===== config.mk =====
export PLATFORM = sky130hd
export DESIGN_NAME = mac_sum_stage
export DESIGN_NICKNAME = d
export VERILOG_FILES = /design/src/rtl/mac_sum_pkg.sv /design/src/rtl/mac_op_decode.sv /design/src/rtl/mac_operand_sel.sv /design/src/rtl/mac_sum_stage.sv
export SDC_FILE = /design/constraint.sdc
export NUM_CORES = 1
export LEC_CHECK = 0
export BUFFER_PORTS_ARGS = -buffer_cell sky130_fd_sc_hd__buf_2
export CELL_PAD_IN_SITES_DETAIL_PLACEMENT = 0
export CELL_PAD_IN_SITES_GLOBAL_PLACEMENT = 1
export CORE_AREA = 4 4 164 166
export CTS_CLUSTER_DIAMETER = 80
export DETAILED_ROUTE_END_ITERATION = 8
export DIE_AREA = 0 0 168 170
export HOLD_SLACK_MARGIN = 0.05
export PLACE_DENSITY = 0.75
export SLEW_MARGIN = 10
export SYNTH_ARGS = -nofsm -noshare
export SYNTH_HDL_FRONTEND = slang
export SYNTH_SLANG_ARGS = --single-unit

===== constraint.sdc =====
create_clock -name clk -period 5.1 [get_ports clk]
set_input_delay 0.51 -clock clk [delete_from_list [all_inputs] [get_ports clk]]
set_output_delay 0.51 -clock clk [all_outputs]
set_load 0.01 [all_outputs]

===== src/rtl/mac_sum_pkg.sv =====
package mac_sum_pkg;
    typedef enum logic [2:0] {
        OP_ZERO,
        OP_PRELOAD,
        OP_ACC,
        OP_ACC_NEG,
        OP_CHAIN_NEG
    } sum_op_e;

    typedef enum logic {
        ST_CLEARED,
        ST_RUNNING
    } fb_state_e;
endpackage


===== src/rtl/mac_op_decode.sv =====
module mac_op_decode
    import mac_sum_pkg::*;
(
    input  logic    split_mode,
    input  logic    neg,
    input  logic    ldc,
    input  logic    acc,
    output sum_op_e op
);
    // Fixed priority: split bypass, then accumulate, then preload, then chain.
    always_comb begin
        if (split_mode)       op = OP_ZERO;
        else if (acc && neg)  op = OP_ACC_NEG;
        else if (acc)         op = OP_ACC;
        else if (ldc)         op = OP_PRELOAD;
        else if (neg)         op = OP_CHAIN_NEG;
        else                  op = OP_ZERO;
    end
endmodule


===== src/rtl/mac_operand_sel.sv =====
module mac_operand_sel
    import mac_sum_pkg::*;
#(
    parameter int PROD_W = 38,
    parameter int ACC_W  = 64
) (
    input  logic              clk,
    input  logic              rst_n,
    input  logic              in_vld,
    input  sum_op_e           op,
    input  logic [PROD_W-1:0] prod,
    input  logic [ACC_W-1:0]  feedback,
    input  logic [ACC_W-1:0]  chain_in,
    input  logic              chain_off,
    input  logic [ACC_W-1:0]  rnd_const,
    output logic [ACC_W-1:0]  prod_ext,
    output logic [ACC_W-1:0]  term_a,
    output logic [ACC_W-1:0]  term_b
);
    localparam int EXT_W = ACC_W - PROD_W;

    generate
        if (EXT_W > 0) begin : g_sext
            assign prod_ext = {{EXT_W{prod[PROD_W-1]}}, prod};
        end else begin : g_same
            assign prod_ext = prod;
        end
    endgenerate

    logic [ACC_W-1:0] prod_neg;
    logic [ACC_W-1:0] chain_term;

    assign prod_neg   = ~prod_ext + {{(ACC_W-1){1'b0}}, 1'b1};
    assign chain_term = chain_off ? '0 : chain_in;

    always_comb begin
        unique case (op)
            OP_ZERO: begin
                term_a = prod_ext;
                term_b = '0;
            end
            OP_PRELOAD: begin
                term_a = prod_ext;
                term_b = rnd_const;
            end
            OP_ACC: begin
                term_a = prod_ext;
                term_b = feedback;
            end
            OP_ACC_NEG: begin
                term_a = prod_neg;
                term_b = feedback;
            end
            OP_CHAIN_NEG: begin
                term_a = prod_neg;
                term_b = chain_term;
            end
            default: begin
                term_a = prod_ext;
                term_b = '0;
            end
        endcase
    end

    // The rounding constant must carry exactly one set bit when it is used.
    assert_preload_onehot_R3: assert property (@(posedge clk) disable iff (!rst_n)
        (in_vld && op == OP_PRELOAD) |-> ($countones(rnd_const) == 1));
endmodule


===== src/rtl/mac_sum_stage.sv =====
module mac_sum_stage
    import mac_sum_pkg::*;
#(
    parameter int PROD_W = 38,
    parameter int ACC_W  = 64
) (
    input  logic              clk,
    input  logic              rst_n,
    input  logic              clr,
    input  logic              in_vld,
    input  logic              split_mode,
    input  logic              neg,
    input  logic              ldc,
    input  logic              acc,
    input  logic              chain_off,
    input  logic [PROD_W-1:0] prod,
    input  logic [ACC_W-1:0]  chain_in,
    input  logic [ACC_W-1:0]  rnd_const,
    output logic [ACC_W-1:0]  sum_q,
    output logic [ACC_W-1:0]  chain_out,
    output logic              sum_vld
);
    sum_op_e          op;
    fb_state_e        state_q, state_d;
    logic [ACC_W-1:0] feedback, prod_ext, term_a, term_b, sum_d;

    mac_op_decode i_decode (
        .split_mode (split_mode),
        .neg        (neg),
        .ldc        (ldc),
        .acc        (acc),
        .op         (op)
    );

    // In ST_CLEARED the feedback operand is zero.
    assign feedback = (state_q == ST_RUNNING) ? sum_q : '0;

    mac_operand_sel #(.PROD_W(PROD_W), .ACC_W(ACC_W)) i_operands (
        .clk       (clk),
        .rst_n     (rst_n),
        .in_vld    (in_vld),
        .op        (op),
        .prod      (prod),
        .feedback  (feedback),
        .chain_in  (chain_in),
        .chain_off (chain_off),
        .rnd_const (rnd_const),
        .prod_ext  (prod_ext),
        .term_a    (term_a),
        .term_b    (term_b)
    );

    assign sum_d = term_a + term_b;

    // Next-state logic.
    always_comb begin
        state_d = state_q;
        unique case (state_q)
            ST_CLEARED: if (!clr && in_vld) state_d = ST_RUNNING;
            ST_RUNNING: if (clr)            state_d = ST_CLEARED;
            default:                        state_d = ST_CLEARED;
        endcase
    end

    // State register.
    always_ff @(posedge clk or negedge rst_n) begin
        if (!rst_n) state_q <= ST_CLEARED;
        else        state_q <= state_d;
    end

    // Output registers.
    always_ff @(posedge clk or negedge rst_n) begin
        if (!rst_n) begin
            sum_q   <= '0;
            sum_vld <= 1'b0;
        end else if (clr) begin
            sum_q   <= '0;
            sum_vld <= 1'b0;
        end else begin
            sum_vld <= in_vld;
            if (in_vld) sum_q <= sum_d;
        end
    end

    assign chain_out = sum_q;

    assert_valid_latency_R9: assert property (@(posedge clk) disable iff (!rst_n)
        (in_vld && !clr) |=> sum_vld);

    assert_hold_R9: assert property (@(posedge clk) disable iff (!rst_n)
        (!in_vld && !clr) |=> ($stable(sum_q) && !sum_vld));

    assert_clear_R10: assert property (@(posedge clk) disable iff (!rst_n)
        clr |=> (sum_q == '0 && !sum_vld));

    assert_split_bypass_R8: assert property (@(posedge clk) disable iff (!rst_n)
        (in_vld && !clr && split_mode) |=> (sum_q == $past(prod_ext)));
endmodule


After elaboration in Yosys (flattened, before gate mapping)
Cells that the tools add are included.

Register bits after elaboration: 66. Bits in latches: 0. RAM bits: 0. ROM bits: 0. Input bits: 175. Output and inout port bits: 129. Word-level logic and storage cells: 32. Memories kept: 0.

Add/subtract/negate cells: 2. Multiply operators: 0. Divide/modulo/power cells: 0. $lt $le $gt $ge: 0. Equal/unequal tests: 4. Shift-type cells: 0. Mux-type cells: 15. Bitwise operators: 2. Reduce and logical (&&, ||, !) cells: 6.

Operator list (number): 64-bit 2-to-1 mux (5); 64-bit one-hot mux with 3 select lines (1); 64-bit by 1-bit adder with 64-bit output (second input constant) (1); 64-bit adder (1); 64-bit NOT (1); 3-bit 2-to-1 mux (5); 3-bit by 2-bit equality test with 1-bit output (second input constant) (2); 2-bit OR reduction (2); 3-bit by 1-bit equality test with 1-bit output (second input constant) (1); 3-bit equality test (second input constant) (1); 1-bit 2-to-1 mux (3); 1-bit logical AND (2); 1-bit one-hot mux with 2 select lines (1); 2-bit nonzero test (1); 1-bit logical NOT (1); 1-bit NOT (1).

Longest topological paths before layout
Depth in word-level cells: 11. Gate-level depth with buffers: 24. Gate-level depth less buffers: 22.

Modules after synthesis
Synthesis repeated with hierarchy kept, for this count alone.

Cells, all modules: 1332. Area total of the unflattened synthesis: 9984.6 µm².

Modules (own cells, without submodules): mac_sum_stage (times used 1, cells each 953, area an instance 7425.9 µm², sequential area each 1651.6 µm²); mac_operand_sel (times used 1, cells each 375, area an instance 2523.7 µm², sequential area each 0.0 µm²); mac_op_decode (times used 1, cells each 4, area an instance 35.0 µm², sequential area each 0.0 µm²).

Least setup slack after synthesis
OpenSTA, ideal clock, no wires.

Path kind: input -> register. From: input prod[14]. To: register sum_q[63] (netlist: chain_out[63]). Setup time: 0.095 ns. Arrival: 4.764 ns. Required time: 5.005 ns. Path slack: 0.241 ns. Stages: 16. Buffers on the path: 1. Cells stage by stage: or3_1 -> nor4_2 -> and3_1 -> nand3b_1 -> or2_2 -> o41ai_1 -> xnor2_1 -> ha_1 -> clkbuf_1 -> nand4_1 -> or3_1 -> o31ai_2 -> a41oi_2 -> o31ai_1 -> a2111oi_0 -> nor4b_2.

Cells in the longest elaborated chain, start to end: 6.

Ends and longest elaborated chain: start, declared (line mac_sum_stage.sv:16) `input logic [PROD_W-1:0] prod,`; 64-bit NOT (line mac_operand_sel.sv:33) `assign prod_neg = ~prod_ext + {{(ACC_W-1){1'b0}}, 1'b1};`; 64-bit by 1-bit adder with 64-bit output (line mac_operand_sel.sv:33); 64-bit 2-to-1 mux * (line mac_operand_sel.sv:37) `unique case (op)`; 64-bit adder * (line mac_sum_stage.sv:53) `assign sum_d = term_a + term_b;`; 64-bit 2-to-1 mux * (line mac_sum_stage.sv:81) `if (in_vld) sum_q <= sum_d;`; 64-bit 2-to-1 mux * (line mac_sum_stage.sv:76) `end else if (clr) begin`; end signal, assigned (line mac_sum_stage.sv:81); end, declared (line mac_sum_stage.sv:19) `output logic [ACC_W-1:0] sum_q,`.

Every way passes the cells marked *; elsewhere a longest branch is shown, timed or not. The select of a mux whose other input is x is not followed. A chain may end at the register's enable or synchronous reset.

Final worst setup path
From: input prod[10]. To: register sum_q[58] (netlist: chain_out[58]).

Same word-level chain as after synthesis.

==> flow_metrics.py <==
metrics = {
    "clock_tree": {
        "cts_buffers": 9,
        "cts_tree": "yes",
        "clock_latency_ns": 0.35,
        "cts_hold_buf": 0,
        "cts_max_path_buffers": 2,
        "clock-sinks": 66,
        "clk_pin_slew_worst_paths_ns": 0.06,
        "cts-root-buf": "clkbuf_16",
        "htree_levels": 3,
    },
    "synthesis": {
        "yosysWarnings": 0,
        "synthSimpleGateAreaFrac_pct": 16.5,
        "yosysSeqAreaShare_pct": 18.8,
        "syn_area_mm2": 0.00881,
        "synth_nets": 1370,
        "ys_ff_latch": 66,
        "synth_area_leaders": "dfrtp_1 (19%), ha_1 (9.1%), a222oi_1 (7.3%)",
        "synth_edf_count": 0,
        "yosysMostFrequentCell": "nor2_1",
        "netlist_top_cells_count": "nor2_1 (100), inv_1 (89), a21oi_1 (78)",
        "synthMuxAreaShare_pct": 5.21,
        "synthAdderAreaFrac_pct": 9.32,
        "synth_top_family_by_area": "compound AO/OA/AOI/OAI gates",
        "synth_compound_area_share_pct": 29.6,
        "yosysTopAreaCell": "dfrtp_1",
        "synth_top_area_share_pct": 18.8,
        "synth_cell_type_count": 78,
        "ys_async_sr_fraction_pct": 100,
        "synth_xor_area_share_pct": 8.24,
        "postSynthCellCount": 1130,
        "syn_avg_cell_area_um2": 7.80,
        "synthFlopType": "dfrtp_1",
    },
    "power": {
        "p_per_area_mw_per_mm2": 220,
        "irDropWorstVdd_uv": 98.3,
        "power_leakage_nw": 6.09,
        "p_total_mw": 2.39,
    },
    "placed_design": {
        "gp_congestion": 0.912,
        "portBuffers": 303,
        "dp_cells": 1700,
        "dpl-instance-area_mm2": 0.0106,
        "place_hpwl_um": 25200,
        "pre_cts_slack_ns": -0.0377,
    },
    "layout": {
        "final_layout_size_suffix_gt1_share_pct": 30.8,
        "final_area_mm2": 0.0109,
        "area_growth_pct": 23.6,
        "fin_nets": 1616,
        "stdcell_count": 1718,
    },
    "floorplan": {
        "rows": 59,
        "die_area_mm2": 0.0286,
        "core_area_mm2": 0.0256,
        "die_x_um": 168,
        "pin_count": 304,
        "die_h_um": 170,
        "initial_core_util_pct": 34.4,
    },
    "timing": {
        "rsz0062_at_grt": "false",
        "fin_crit_ns": 4.80,
        "worstMarginPinSlew_ns": 0.957,
        "setup_ws_ns": 0.296,
        "finalSetupViolations": 0,
        "period_share_pct": 94.2,
        "fin_tns_setup_ns": 0,
        "finalHoldViolCount": 0,
        "slew_violations": 0,
        "max_freq_ghz": 0.208,
        "skew_ns": 0.0115,
        "max_slew_margin_pct": 36.2,
    },
    "global_route": {
        "grt_usage_pct": 21.6,
        "grt_max_degree": 67,
        "grt_pass1_wl_um": 49800,
        "antenna_found_initial": 3,
        "grt.overflow.total": 0,
        "grt_pass1_vias": 9029,
    },
    "worst_setup_path": {
        "critPathMaxStageDelay_ns": 0.53,
        "cp.arrival_ns": 5.04,
        "cp.required_ns": 5.34,
        "worst-path-max-fanout": 4,
        "critPathKind": "in2reg",
        "endpoint_kind": "flop",
        "crit_chain": "buf_2, or4_4, or2_2, or3_1, o41ai_1, xnor2_1, ha_1, and3_1, a221o_1, a41oi_1, nand3b_1, a21oi_1, buf_4, nand2_1, a32o_1, nor4_1, nor3_1, a311o_1",
        "critPathLaunchType": "input port",
        "critPathSlowestCell": "or4_4",
        "rrSetupSlack_ns": 0.80,
    },
    "routing": {
        "viasPerCell": 5.54,
        "dr.pass1.iters": 8,
        "drt_wl_total_um": 32400,
        "drcViolationCount": 0,
        "wl_per_cell_um": 18.9,
        "ant_nets": 0,
        "vias": 9516,
        "drt_first_iter_violations": 873,
    },
    "flow_run": {
        "cap_violations": 0,
    },
    "worst_hold_path": {
        "hold_class": "in2async",
    },
    "run_status": {
        "outcome": "finished clean",
    },
}
-- through the flow --
stage,utilization [%],hold slack [ns]
after global placement,41.2,0.478
after detailed placement,41.2,0.495
after floorplan,-,0.214
after CTS,42.5,0.355
after global routing,42.5,0.392
final,42.5,0.312
-- logic make-up (layout without fill, tap and decap cells) --
logic type               Yosys count  in the layout
other                              0              2
AO/OA/AOI/OAI                    355            355
AND/OR/NAND/NOR                  294            294
XOR/XNOR                          82             82
buffers and inverters            224            475
multiplexers                      44             44
adder cells (fa/ha/maj)           65             65
flip-flops                        66             66
-- metal layers --
layer | track usage, % | wire (um) | vias up
met5 | 0 | 20 | -
met1 | 30.8 | 15500 | 4535
met3 | 2.81 | 1730 | 31
li1 | - | - | 4635
met2 | 34.9 | 14700 | 313
met4 | 5.26 | 516 | 2
-- cells in the final DEF, fill, tap and decap left out, drive strengths merged, types with 5 or more instances in the layout --
cell,synthesis,routed
and2,5,5
a21o,60,60
a21boi,9,9
a31oi,14,14
nor2b,8,8
mux2i,32,32
nor4,9,9
buf,77,369
nor3,13,13
xor2,33,33
a21oi,80,80
o211ai,5,5
o21ai,38,38
nand4,16,16
o31ai,8,8
and3,9,9
nor2,100,100
a222oi,64,64
mux2,12,12
xnor2,49,49
o41ai,5,5
o22ai,7,7
o21bai,10,10
or2,5,5
a211oi,9,9
inv,89,91
nand3,21,21
clkbuf,57,9
dfrtp,66,66
or3,13,13
nand2,71,71
a311o,6,6
ha,64,64
nand2b,8,8
a31o,6,6
-- power by group --
part	switching [mW]	internal (mW)	leakage [nW]	total, mW
combinational	0.590	0.447	5.06	1.04
sequential	0.0647	0.578	0.875	0.643
clock	0.279	0.433	0.153	0.712
total	0.933	1.46	6.09	2.39
-- flip-flops by register name (all words and copies together) (netlist names) --
signal,count
chain_out,64
state_q,1
sum_vld,1
-- final timing paths --
path,from,to,depth (start not counted)
max in group asynchronous,rst_n,sum_vld$_DFF_PN0_,1
worst max register to register,state_q$_DFF_PN0_,chain_out[62]$_DFFE_PN0P_,18
worst max-delay path,prod[10],chain_out[58]$_DFFE_PN0P_,18
worst min-delay path,rst_n,chain_out[37]$_DFFE_PN0P_,1
min in group clk,state_q$_DFF_PN0_,state_q$_DFF_PN0_,2
worst min register to register,state_q$_DFF_PN0_,state_q$_DFF_PN0_,2
-- timing repair --
action | CTS | global route
setup endpoints to repair | 0 | 1
endpoints found under the hold margin | 0 | 0
gates resized for setup | 0 | 1
buffers inserted | 0 | 0
-- critical path: cells and delay by family --
family | cells | cell delay, ns
and+or+nand+nor | 8 | 2.03
AOI/OAI and AO/OA | 6 | 1.71
adders and majority gates | 1 | 0.32
buffers and inverters | 2 | 0.25
xor gates and xnor gates | 1 | 0.22
-- final cells by class --
class	count	area (um^2)
clock inverter	7	101
clock buffer	9	225
multi-input combinational	840	6090
fill	2695	14700
sequential	66	1650
antenna	2	5.00
tap	335	419
timing repair buffer	369	2050
inverter	90	338
Power figures use the tool's default switching activity.
